**src/rtl/dvfs_pkg.sv**
```systemverilog
package dvfs_pkg;
  localparam int DW = 32;
  localparam int AW = 6;
  localparam int NLVL = 4;
  localparam int LW = $clog2(NLVL);

  localparam logic [AW-1:0] A_STATIC = 6'h00;
  localparam logic [AW-1:0] A_CFG01  = 6'h18;
  localparam logic [AW-1:0] A_CFG23  = 6'h1C;
  localparam logic [AW-1:0] A_DYN    = 6'h24;
  localparam logic [AW-1:0] A_LOAD   = 6'h30;

  typedef struct packed {
    logic [2:0] div;
    logic       rsv12;
    logic       csel;
    logic [1:0] src;
    logic [8:0] rsv;
  } slot_t;

  function automatic slot_t slot_of(input logic [DW-1:0] c01,
                                    input logic [DW-1:0] c23,
                                    input logic [LW-1:0] idx);
    logic [DW-1:0] r;
    r = idx[1] ? c23 : c01;
    return idx[0] ? slot_t'(r[15:0]) : slot_t'(r[31:16]);
  endfunction
endpackage

```
**src/rtl/dvfs_regs.sv**
```systemverilog
module dvfs_regs
  import dvfs_pkg::*;
(
  input  logic          clk,
  input  logic          rst_n,
  input  logic          wr_en,
  input  logic [AW-1:0] wr_addr,
  input  logic [DW-1:0] wr_data,
  input  logic          src_valid,
  input  logic [1:0]    src_sel,
  output logic [DW-1:0] cfg01,
  output logic [DW-1:0] cfg23,
  output logic          dyn_en,
  output logic [1:0]    static_src,
  output logic [2:0]    static_div,
  output logic          src_ok,
  output logic          src_err
);
  function automatic logic [DW-1:0] put_src(input logic [DW-1:0] r,
                                            input logic [1:0] s);
    logic [DW-1:0] v;
    v = r;
    v[10:9]  = s;
    v[26:25] = s;
    return v;
  endfunction

  logic do_bcast;
  assign do_bcast = src_valid && !dyn_en;

  always_ff @(posedge clk) begin
    if (!rst_n) begin
      cfg01 <= '0; cfg23 <= '0; dyn_en <= 1'b0;
      static_src <= '0; static_div <= '0;
      src_ok <= 1'b0; src_err <= 1'b0;
    end else begin
      src_ok  <= do_bcast;
      src_err <= src_valid && dyn_en;
      if (wr_en && wr_addr == A_CFG01) cfg01 <= wr_data;
      else if (do_bcast)                cfg01 <= put_src(cfg01, src_sel);
      if (wr_en && wr_addr == A_CFG23) cfg23 <= wr_data;
      else if (do_bcast)                cfg23 <= put_src(cfg23, src_sel);
      if (wr_en && wr_addr == A_DYN) dyn_en <= wr_data[31];
      if (wr_en && wr_addr == A_STATIC) begin
        static_src <= wr_data[1:0];
        static_div <= wr_data[6:4];
      end
    end
  end

  AST_SRC_OK_STATIC: assert property (@(posedge clk) disable iff (!rst_n)
    src_ok |-> !$past(dyn_en));
endmodule

```
**src/rtl/dvfs_level_seq.sv**
```systemverilog
module dvfs_level_seq
  import dvfs_pkg::*;
#(
  parameter int SETTLE_W = 24
) (
  input  logic                clk,
  input  logic                rst_n,
  input  logic                dyn_en,
  input  logic [DW-1:0]       cfg01,
  input  logic [DW-1:0]       cfg23,
  input  logic [SETTLE_W-1:0] settle_cycles,
  input  logic                req_valid,
  input  logic [2:0]          req_div,
  output logic                req_ready,
  input  logic                ld_wr,
  input  logic [LW-1:0]       ld_data,
  output logic [LW-1:0]       level,
  output logic                busy,
  output logic                resp_valid,
  output logic                resp_ok
);
  logic [NLVL-1:0] hit_vec;
  logic            hit;
  logic [LW-1:0]   hit_lvl;
  logic [SETTLE_W-1:0] cnt;

  for (genvar i = 0; i < NLVL; i++) begin : g_cmp
    slot_t s;
    assign s = slot_of(cfg01, cfg23, LW'(i));
    assign hit_vec[i] = (s.div == req_div);
  end

  always_comb begin
    hit = 1'b0;
    hit_lvl = '0;
    for (int i = NLVL - 1; i >= 0; i--) begin
      if (hit_vec[i]) begin
        hit = 1'b1;
        hit_lvl = LW'(i);
      end
    end
  end

  assign req_ready = !busy;

  always_ff @(posedge clk) begin
    if (!rst_n) begin
      level <= '0; busy <= 1'b0; cnt <= '0;
      resp_valid <= 1'b0; resp_ok <= 1'b0;
    end else begin
      resp_valid <= 1'b0;
      if (busy) begin
        if (cnt == '0) begin
          level <= '0;
          busy  <= 1'b0;
        end else begin
          cnt <= cnt - 1'b1;
        end
      end else if (req_valid) begin
        resp_valid <= 1'b1;
        resp_ok    <= dyn_en && hit;
        if (dyn_en && hit) begin
          if (hit_lvl == '0 && level[1]) begin
            level <= LW'(1);
            busy  <= 1'b1;
            cnt   <= settle_cycles;
          end else begin
            level <= hit_lvl;
          end
        end
      end else if (ld_wr) begin
        level <= ld_data;
      end
    end
  end

  AST_BUSY_AT_L1: assert property (@(posedge clk) disable iff (!rst_n)
    busy |-> level == LW'(1));
  AST_STEP_FROM_SLOW: assert property (@(posedge clk) disable iff (!rst_n)
    $rose(busy) |-> $past(level) >= LW'(2));
  AST_STEP_ENDS_L0: assert property (@(posedge clk) disable iff (!rst_n)
    $fell(busy) |-> level == '0);
  AST_NO_RESP_WHEN_BUSY: assert property (@(posedge clk) disable iff (!rst_n)
    resp_valid |-> !$past(busy));
endmodule

```
**src/rtl/dvfs_out_sel.sv**
```systemverilog
module dvfs_out_sel
  import dvfs_pkg::*;
(
  input  logic          dyn_en,
  input  logic [LW-1:0] level,
  input  logic [DW-1:0] cfg01,
  input  logic [DW-1:0] cfg23,
  input  logic [1:0]    static_src,
  input  logic [2:0]    static_div,
  output logic [1:0]    act_src,
  output logic [2:0]    act_div,
  output logic          act_csel,
  output logic          div_bad
);
  slot_t cur;
  assign cur = slot_of(cfg01, cfg23, level);

  always_comb begin
    if (dyn_en) begin
      act_src  = cur.src;
      act_div  = cur.div;
      act_csel = cur.csel;
    end else begin
      act_src  = static_src;
      act_div  = static_div;
      act_csel = 1'b0;
    end
    div_bad = (act_div > 3'd6);
  end
endmodule

```
**src/rtl/dvfs_level_ctrl.sv**
```systemverilog
module dvfs_level_ctrl
  import dvfs_pkg::*;
#(
  parameter int SETTLE_W = 24
) (
  input  logic                clk,
  input  logic                rst_n,
  input  logic                wr_en,
  input  logic [AW-1:0]       wr_addr,
  input  logic [DW-1:0]       wr_data,
  input  logic [AW-1:0]       rd_addr,
  output logic [DW-1:0]       rd_data,
  input  logic [SETTLE_W-1:0] settle_cycles,
  input  logic                src_valid,
  input  logic [1:0]          src_sel,
  output logic                src_ok,
  output logic                src_err,
  input  logic                req_valid,
  output logic                req_ready,
  input  logic [2:0]          req_div,
  output logic                resp_valid,
  output logic                resp_ok,
  output logic [LW-1:0]       cur_level,
  output logic                busy,
  output logic [1:0]          act_src,
  output logic [2:0]          act_div,
  output logic                act_csel,
  output logic                div_bad
);
  logic [DW-1:0] cfg01, cfg23;
  logic          dyn_en;
  logic [1:0]    static_src;
  logic [2:0]    static_div;

  dvfs_regs u_regs (
    .clk, .rst_n, .wr_en, .wr_addr, .wr_data, .src_valid, .src_sel,
    .cfg01, .cfg23, .dyn_en, .static_src, .static_div, .src_ok, .src_err
  );

  dvfs_level_seq #(.SETTLE_W(SETTLE_W)) u_seq (
    .clk, .rst_n, .dyn_en, .cfg01, .cfg23, .settle_cycles,
    .req_valid, .req_div, .req_ready,
    .ld_wr(wr_en && wr_addr == A_LOAD), .ld_data(wr_data[LW-1:0]),
    .level(cur_level), .busy, .resp_valid, .resp_ok
  );

  dvfs_out_sel u_out (
    .dyn_en, .level(cur_level), .cfg01, .cfg23, .static_src, .static_div,
    .act_src, .act_div, .act_csel, .div_bad
  );

  always_comb begin
    case (rd_addr)
      A_STATIC: rd_data = {25'b0, static_div, 2'b0, static_src};
      A_CFG01:  rd_data = cfg01;
      A_CFG23:  rd_data = cfg23;
      A_DYN:    rd_data = {dyn_en, 31'b0};
      A_LOAD:   rd_data = {{(DW-LW){1'b0}}, cur_level};
      default:  rd_data = '0;
    endcase
  end
endmodule

```
**config.mk**
```make
export PLATFORM = sky130hd
export DESIGN_NAME = dvfs_level_ctrl
export DESIGN_NICKNAME = d
export VERILOG_FILES = /design/src/rtl/dvfs_pkg.sv /design/src/rtl/dvfs_regs.sv /design/src/rtl/dvfs_level_seq.sv /design/src/rtl/dvfs_out_sel.sv /design/src/rtl/dvfs_level_ctrl.sv
export SDC_FILE = /design/constraint.sdc
export NUM_CORES = 1
export LEC_CHECK = 0
export ABC_AREA = 1
export BUFFER_PORTS_ARGS = -buffer_cell sky130_fd_sc_hd__buf_2
export CORE_UTILIZATION = 40
export CTS_CLUSTER_DIAMETER = 50
export DETAILED_ROUTE_END_ITERATION = 12
export PLACE_DENSITY = 0.66
export SYNTH_ARGS = -nofsm -noshare
export SYNTH_HDL_FRONTEND = slang
export SYNTH_HIERARCHICAL = 1
export SYNTH_SLANG_ARGS = --single-unit
```
**constraint.sdc**
```tcl
create_clock -name clk -period 2.1 [get_ports clk]
set_input_delay 0.315 -clock clk [delete_from_list [all_inputs] [get_ports clk]]
set_output_delay 0.315 -clock clk [all_outputs]
set_load 0.01 [all_outputs]
```
# Word level (Yosys, flattened, before mapping)
# Cells that the tools add are included.
[word_totals] reg_bits=101 inputBits=78 output_inout_bits=47 word_cells=92
[op_classes] add_sub_neg=1 order_cmp=1 n_eq_ne=15 muxes=34 bitwise=2 n_reduce_logical=25
[ops] op="$pmux W32 S5" count=1
[ops] op="$mux W24" count=5
[ops] op="$mux W32" count=3
[ops] op="$mux W27" count=1
[ops] op="$eq A6 B5 Y1 const B" count=4
[ops] op="$eq A6 B6 Y1 const B" count=4
[ops] op="$logic_not A24 Y1" count=1
[ops] op="$sub A24 B1 Y24 const B" count=1
[ops] op="$mux W2" count=11
[ops] op="$mux W16" count=1
[ops] op="$eq A3 B3 Y1" count=4
[ops] op="$logic_not A6 Y1" count=2
[ops] op="$mux W1" count=11
[ops] op="$reduce_bool A2 Y1" count=5
[ops] op="$logic_and A1 B1 Y1" count=9
[ops] op="$ne A2 B2 Y1 const B" count=2
[ops] op="$reduce_and A4 Y1" count=1
[ops] op="$gt A3 B3 Y1 const B" count=1
[ops] op="$mux W3" count=1
[ops] op="$ne A3 B1 Y1 const B" count=1
[ops] op="$reduce_and A3 Y1" count=1
[ops] op="$reduce_bool A3 Y1" count=1
[ops] op="$logic_not A1 Y1" count=2
[ops] op="$logic_not A2 Y1" count=1
[ops] op="3 further kinds" count=4

# Logic depth before layout (Yosys ltp)
[depth] word_depth=11 ltp_mapped=16 ltp_nobuf=14

# Modules after synthesis
# The synthesis kept the hierarchy.
[modules_own_cells] module="dvfs_regs" instances=1 cells_each=366 area_per_inst_um2=2727.6
[modules_own_cells] module="dvfs_level_seq" instances=1 cells_each=401 area_per_inst_um2=2363.5
[modules_own_cells] module="dvfs_level_ctrl" instances=1 cells_each=151 area_per_inst_um2=671.9
[modules_own_cells] module="dvfs_out_sel" instances=1 cells_each=69 area_per_inst_um2=319.1

# Worst setup path after synthesis
# Ideal clock, no wire load.
[synth_path] path_kind="register to register" startpoint="reg u_seq.cnt[0]" endpoint="reg u_seq.cnt[16]" setup_time_ps=114 arrival_ps=1513 path_slack_ps=474 path_stages_with_launch=13 n_path_buf=0 synth_period_minus_slack_ps=1626 path_cell_list="dfxtp_1 > inv_1 > ha_1 > nand3_1 > nor2_1 > inv_1 > nor2_4 > nand2_1 > xor2_1 > nand2_1 > nand2_1 > a21oi_1 > nor2_1"
[synth_via] elab_chain_len=3 word_cells_on_any_way=6 cone_classes="add/sub (1); eq/ne (1); mux (2); reduce/logical (2)"
[synth_rtl] item="start, declared" line_no="dvfs_level_seq.sv:25" source="logic [SETTLE_W-1:0] cnt;"
[synth_rtl] item="start signal, assigned" line_no="dvfs_level_seq.sv:57" source="cnt <= cnt - 1'b1;"
[synth_rtl] item="start signal, assigned" line_no="dvfs_level_seq.sv:66" source="cnt <= settle_cycles;"
[synth_rtl] item="$sub A24 B1 Y24 or $logic_not A24 Y1 (tied branches)" line_no="dvfs_level_seq.sv:57, dvfs_level_seq.sv:53"
[synth_rtl] item="$mux W24 or $ne A2 B2 Y1 (tied branches)"
[synth_rtl] item="$mux W24 or $reduce_and A4 Y1 (tied branches)"
# Several ways; a longest one is shown, not always the timed one. The select of a mux whose other input is x is not followed.
# A chain may end at the register's enable or synchronous reset.

# Worst setup path in the final report
[layout_path] startpoint="reg u_seq.level[1]" endpoint="out div_bad"
[layout_via] elab_chain_len=4
[layout_rtl] item="start, declared" line_no="dvfs_level_seq.sv:17" source="output logic [LW-1:0] level,"
[layout_rtl] item="start signal, assigned" line_no="dvfs_level_seq.sv:68" source="level <= hit_lvl;"
[layout_rtl] item="start signal, assigned" line_no="dvfs_level_seq.sv:72" source="level <= ld_data;"
[layout_rtl] item="$mux W32" line_no="dvfs_pkg.sv:25" source="r = idx[1] ? c23 : c01;"
[layout_rtl] item="$mux W16" line_no="dvfs_pkg.sv:26" source="return idx[0] ? slot_t'(r[15:0]) : slot_t'(r[31:16]);"
[layout_rtl] item="$mux W3" line_no="dvfs_out_sel.sv:19" source="if (dyn_en) begin"
[layout_rtl] item="$gt A3 B3 Y1" line_no="dvfs_out_sel.sv:28" source="div_bad = (act_div > 3'd6);"
[layout_rtl] item="end, declared" line_no="dvfs_level_ctrl.sv:28" source="output logic div_bad"
# No other way between the ends.

==> out/qor.yml <==
register_area_um2: 2020
grt_pass1_vias: 5715
diodes: 0
hpwl_um: 12800
fin_nets: 1184
ys_warn_count: 6
clock_latency_ns: 0.36
tns_ns: 0
drc: 2
fin_skew_ns: 0.0150
clockBufferDepth: 2
netlist_area_um2: 6080
drive_gt1_share_pct: 19.6
crit_path_top_delay_cell: "dfxtp_2"
power_density_nw_per_um2: 557
cts.htree.levels: 3
drt_iter0_markers: 449
die_area_um2: 15700
num_rows: 44
maxSlewViolCount: 0
end_kind: "output pin"
ys_types: 38
fillers: 1531
ys_ff_latch: 101
placed_cell_area_um2: 6900
grt_max_degree: 32
portBuffers: 124
clock-root-buffer: "clkbuf_16"
min_period_ns: 1.97
ys_seq_area_share_pct: 33.2
cpMostUsedCell: "nor2_1"
cp_data_arrival_time_ns: 1.66
crit_path_max_fanout: 10
clkPwrFrac_pct: 41.5
area_growth_syn_to_layout_pct: 18.4
finalCritPeriodShare_pct: 94.0
cts_tree: "built"
cts-buffers-inserted: 9
status: "complete, but fails checks"
path_class: "flip-flop to output pin"
cp-start-kind: "flip-flop"
worstPathRequired_ns: 1.78
clk_pin_slew_ns: 0.07
tightest_slew_ns: 0.571
cap_violations: 0
avgSynthCellArea_um2: 6.16
die_w_um: 125
power_frac_seq_pct: 48.7
wl_um: 17500
grtUsageTotal_pct: 22.7
final_area_um2: 7200
ios: 125
timing.fmax_ghz: 0.507
firstDrtPassIters: 10
max_stage_delay_ns: 0.37
setup_viol: 0
viasPerCell: 4.95
swShare_pct: 26.4
path_cells: "buf_4 > nor2_1 > nor2_1 > o21ai_0 > nand3_1 > nand2_1 > nor2_2 > buf_2"
multi_input_area_um2: 3380
grt_pass1_wl_um: 28300
synthCells: 987
detail-route-antenna-nets: 0
die_h_um: 125
wl_per_cell_um: 13.5
internal_power_mw: 2.95
hold_class: "input port to flip-flop"
rsz0062_at_grt: "false"
ir_drop_mv: 0.450
overflow: 0
combPwrFrac_pct: 9.8
hold_buffers: 0
clock-sinks: 101
start_util_pct: 41.4
p_leak_nw: 3.59
violations: "design-rule violations"
coreArea_um2: 14700
hold_violations: 0
antenna_found_initial: 0
num_vias: 6402
slew_headroom_pct: 61.6
power.switching_mw: 1.06
cts_setup_buffers: 0
gp_congestion: 0.905
syn_nets: 1067
## cell families after synthesis
| group | after synthesis | share of synthesized area [%] |
|---|---|---|
| AND/OR/NAND/NOR | 610 | 42.4 |
| adder cells (fa/ha/maj) | 2 | 0.411 |
| XOR/XNOR | 12 | 2.10 |
| buffers and inverters | 137 | 11.2 |
| AO/OA/AOI/OAI | 124 | 10.5 |
| multiplexers | 1 | 0.165 |
| flip-flops | 101 | 33.2 |
## repair_timing
item	CTS	global route
setup endpoints to repair	0	1
gates resized for setup	0	1
endpoints found under the hold margin	0	0
## placed cells by master, fill, tap and decap left out, drive strengths merged, types with 2 or more instances in the layout
master,n
xor2,5
ha,2
dfxtp,101
nand2,241
a31oi,4
nand4,3
xnor2,7
o21ai,81
nand3b,4
a21oi,35
o22ai,2
o31ai,2
or2,2
buf,154
nor2,256
nand3,93
inv,90
nor3,8
clkbuf,10
clkinv,5
## worst max-delay path: cells and delay by family (launching register included)
kind / cells / cell delay [ns]
and+or+nand+nor: 5 / 0.51
DFF: 1 / 0.37
buffers and inverters: 2 / 0.31
AOI/OAI and AO/OA: 1 / 0.10
## final timing paths
path / slack (ns) / from / endpoint / depth (start not counted)
setup / recovery: 0.13 / u_seq/level[1] / div_bad / 8
hold / removal: 0.20 / src_sel[0] / u_regs/cfg01[25] / 3
setup reg to reg: 0.22 / u_seq/cnt[0] / u_seq/cnt[16] / 12
hold reg to reg: 0.48 / u_regs/cfg23[1] / u_regs/cfg23[1] / 2
## state kept, by name (all words and copies together) (netlist names)
signal,count
u_seq/busy,1
u_seq/resp_ok,1
u_regs/src_err,1
u_seq/cnt,24
u_regs/dyn_en,1
u_regs/static_src,2
u_seq/resp_valid,1
u_regs/cfg23,32
u_regs/cfg01,32
u_seq/level,2
u_regs/static_div,3
u_regs/src_ok,1
## power groups by stage
| stage | combinational, mW | sequential (mW) | clock (mW) |
|---|---|---|---|
| after floorplan | 0.222 | 2.00 | 0 |
| after global placement | 0.386 | 2.00 | 0 |
| after detailed placement | 0.390 | 2.00 | 0 |
| after CTS | 0.392 | 1.95 | 1.69 |
| after global routing | 0.443 | 1.96 | 1.77 |
| final | 0.394 | 1.95 | 1.66 |
## per-layer routing
layer	GRT usage, %	vias to the layer above	part of all wire (%)
met4	5.88	0	1.2
met3	5.13	13	7.1
met1	30.2	2848	47
met5	0	-	0
li1	-	3338	-
met2	37.0	203	45
## stage by stage
step / instances / hold WS, ns / power, mW / util (%) / setup WS [ns]
6_report: 1293 / 0.202 / 4.01 / 49.0 / 0.126
5_1_grt: 1293 / 0.214 / 4.17 / 49.0 / 0.0564
4_1_cts: 1293 / 0.190 / 4.03 / 49.0 / 0.0877
3_5_place_dp: 1277 / 0.472 / 2.39 / 47.0 / 0.267
3_3_place_gp: 1277 / 0.460 / 2.38 / 47.0 / 0.252
2_1_floorplan: 987 / 0.438 / 2.22 / - / 0.474
## cells in the mapped netlist
cell type	instances	share of area, %
buf_1	2	0.12
inv_2	12	0.74
o21ai_2	1	0.14
nand2_2	6	0.62
a31oi_1	4	0.41
xnor2_2	3	0.80
mux2i_1	1	0.16
nor4_1	1	0.10
o21ai_0	80	6.6
nand3_4	2	0.58
or2_2	2	0.21
ha_1	2	0.41
buf_2	6	0.49
dfxtp_1	101	33
nor2_2	7	0.72
buf_6	15	2.8
nor2_1	244	15
clkinv_2	1	0.082
nor3b_1	1	0.12
nand3_1	88	7.2
clkbuf_8	1	0.23
nand2_1	233	14
and3_1	1	0.10
xnor2_1	4	0.58
xor2_1	5	0.72
a21oi_1	34	2.8
nor2_4	5	0.93
inv_1	76	4.7
nand3b_1	4	0.49
buf_4	9	1.1
nand4_1	3	0.31
nor3_1	8	0.66
o31ai_1	2	0.25
nand3_2	3	0.49
a21oi_2	1	0.14
clkbuf_1	15	0.93
o22ai_1	2	0.21
nand2_4	2	0.37
## area by class of cell
| cell class | count | area share, % |
|---|---|---|
| Clock buffer | 10 | 3.32 |
| Inverter | 89 | 4.66 |
| Multi-Input combinational cell | 749 | 47.0 |
| Timing Repair Buffer | 154 | 13.0 |
| Sequential cell | 101 | 28.1 |
| Clock inverter | 6 | 0.782 |
| Tap cell | 184 | 3.20 |
(Power assumes the default switching activity.)
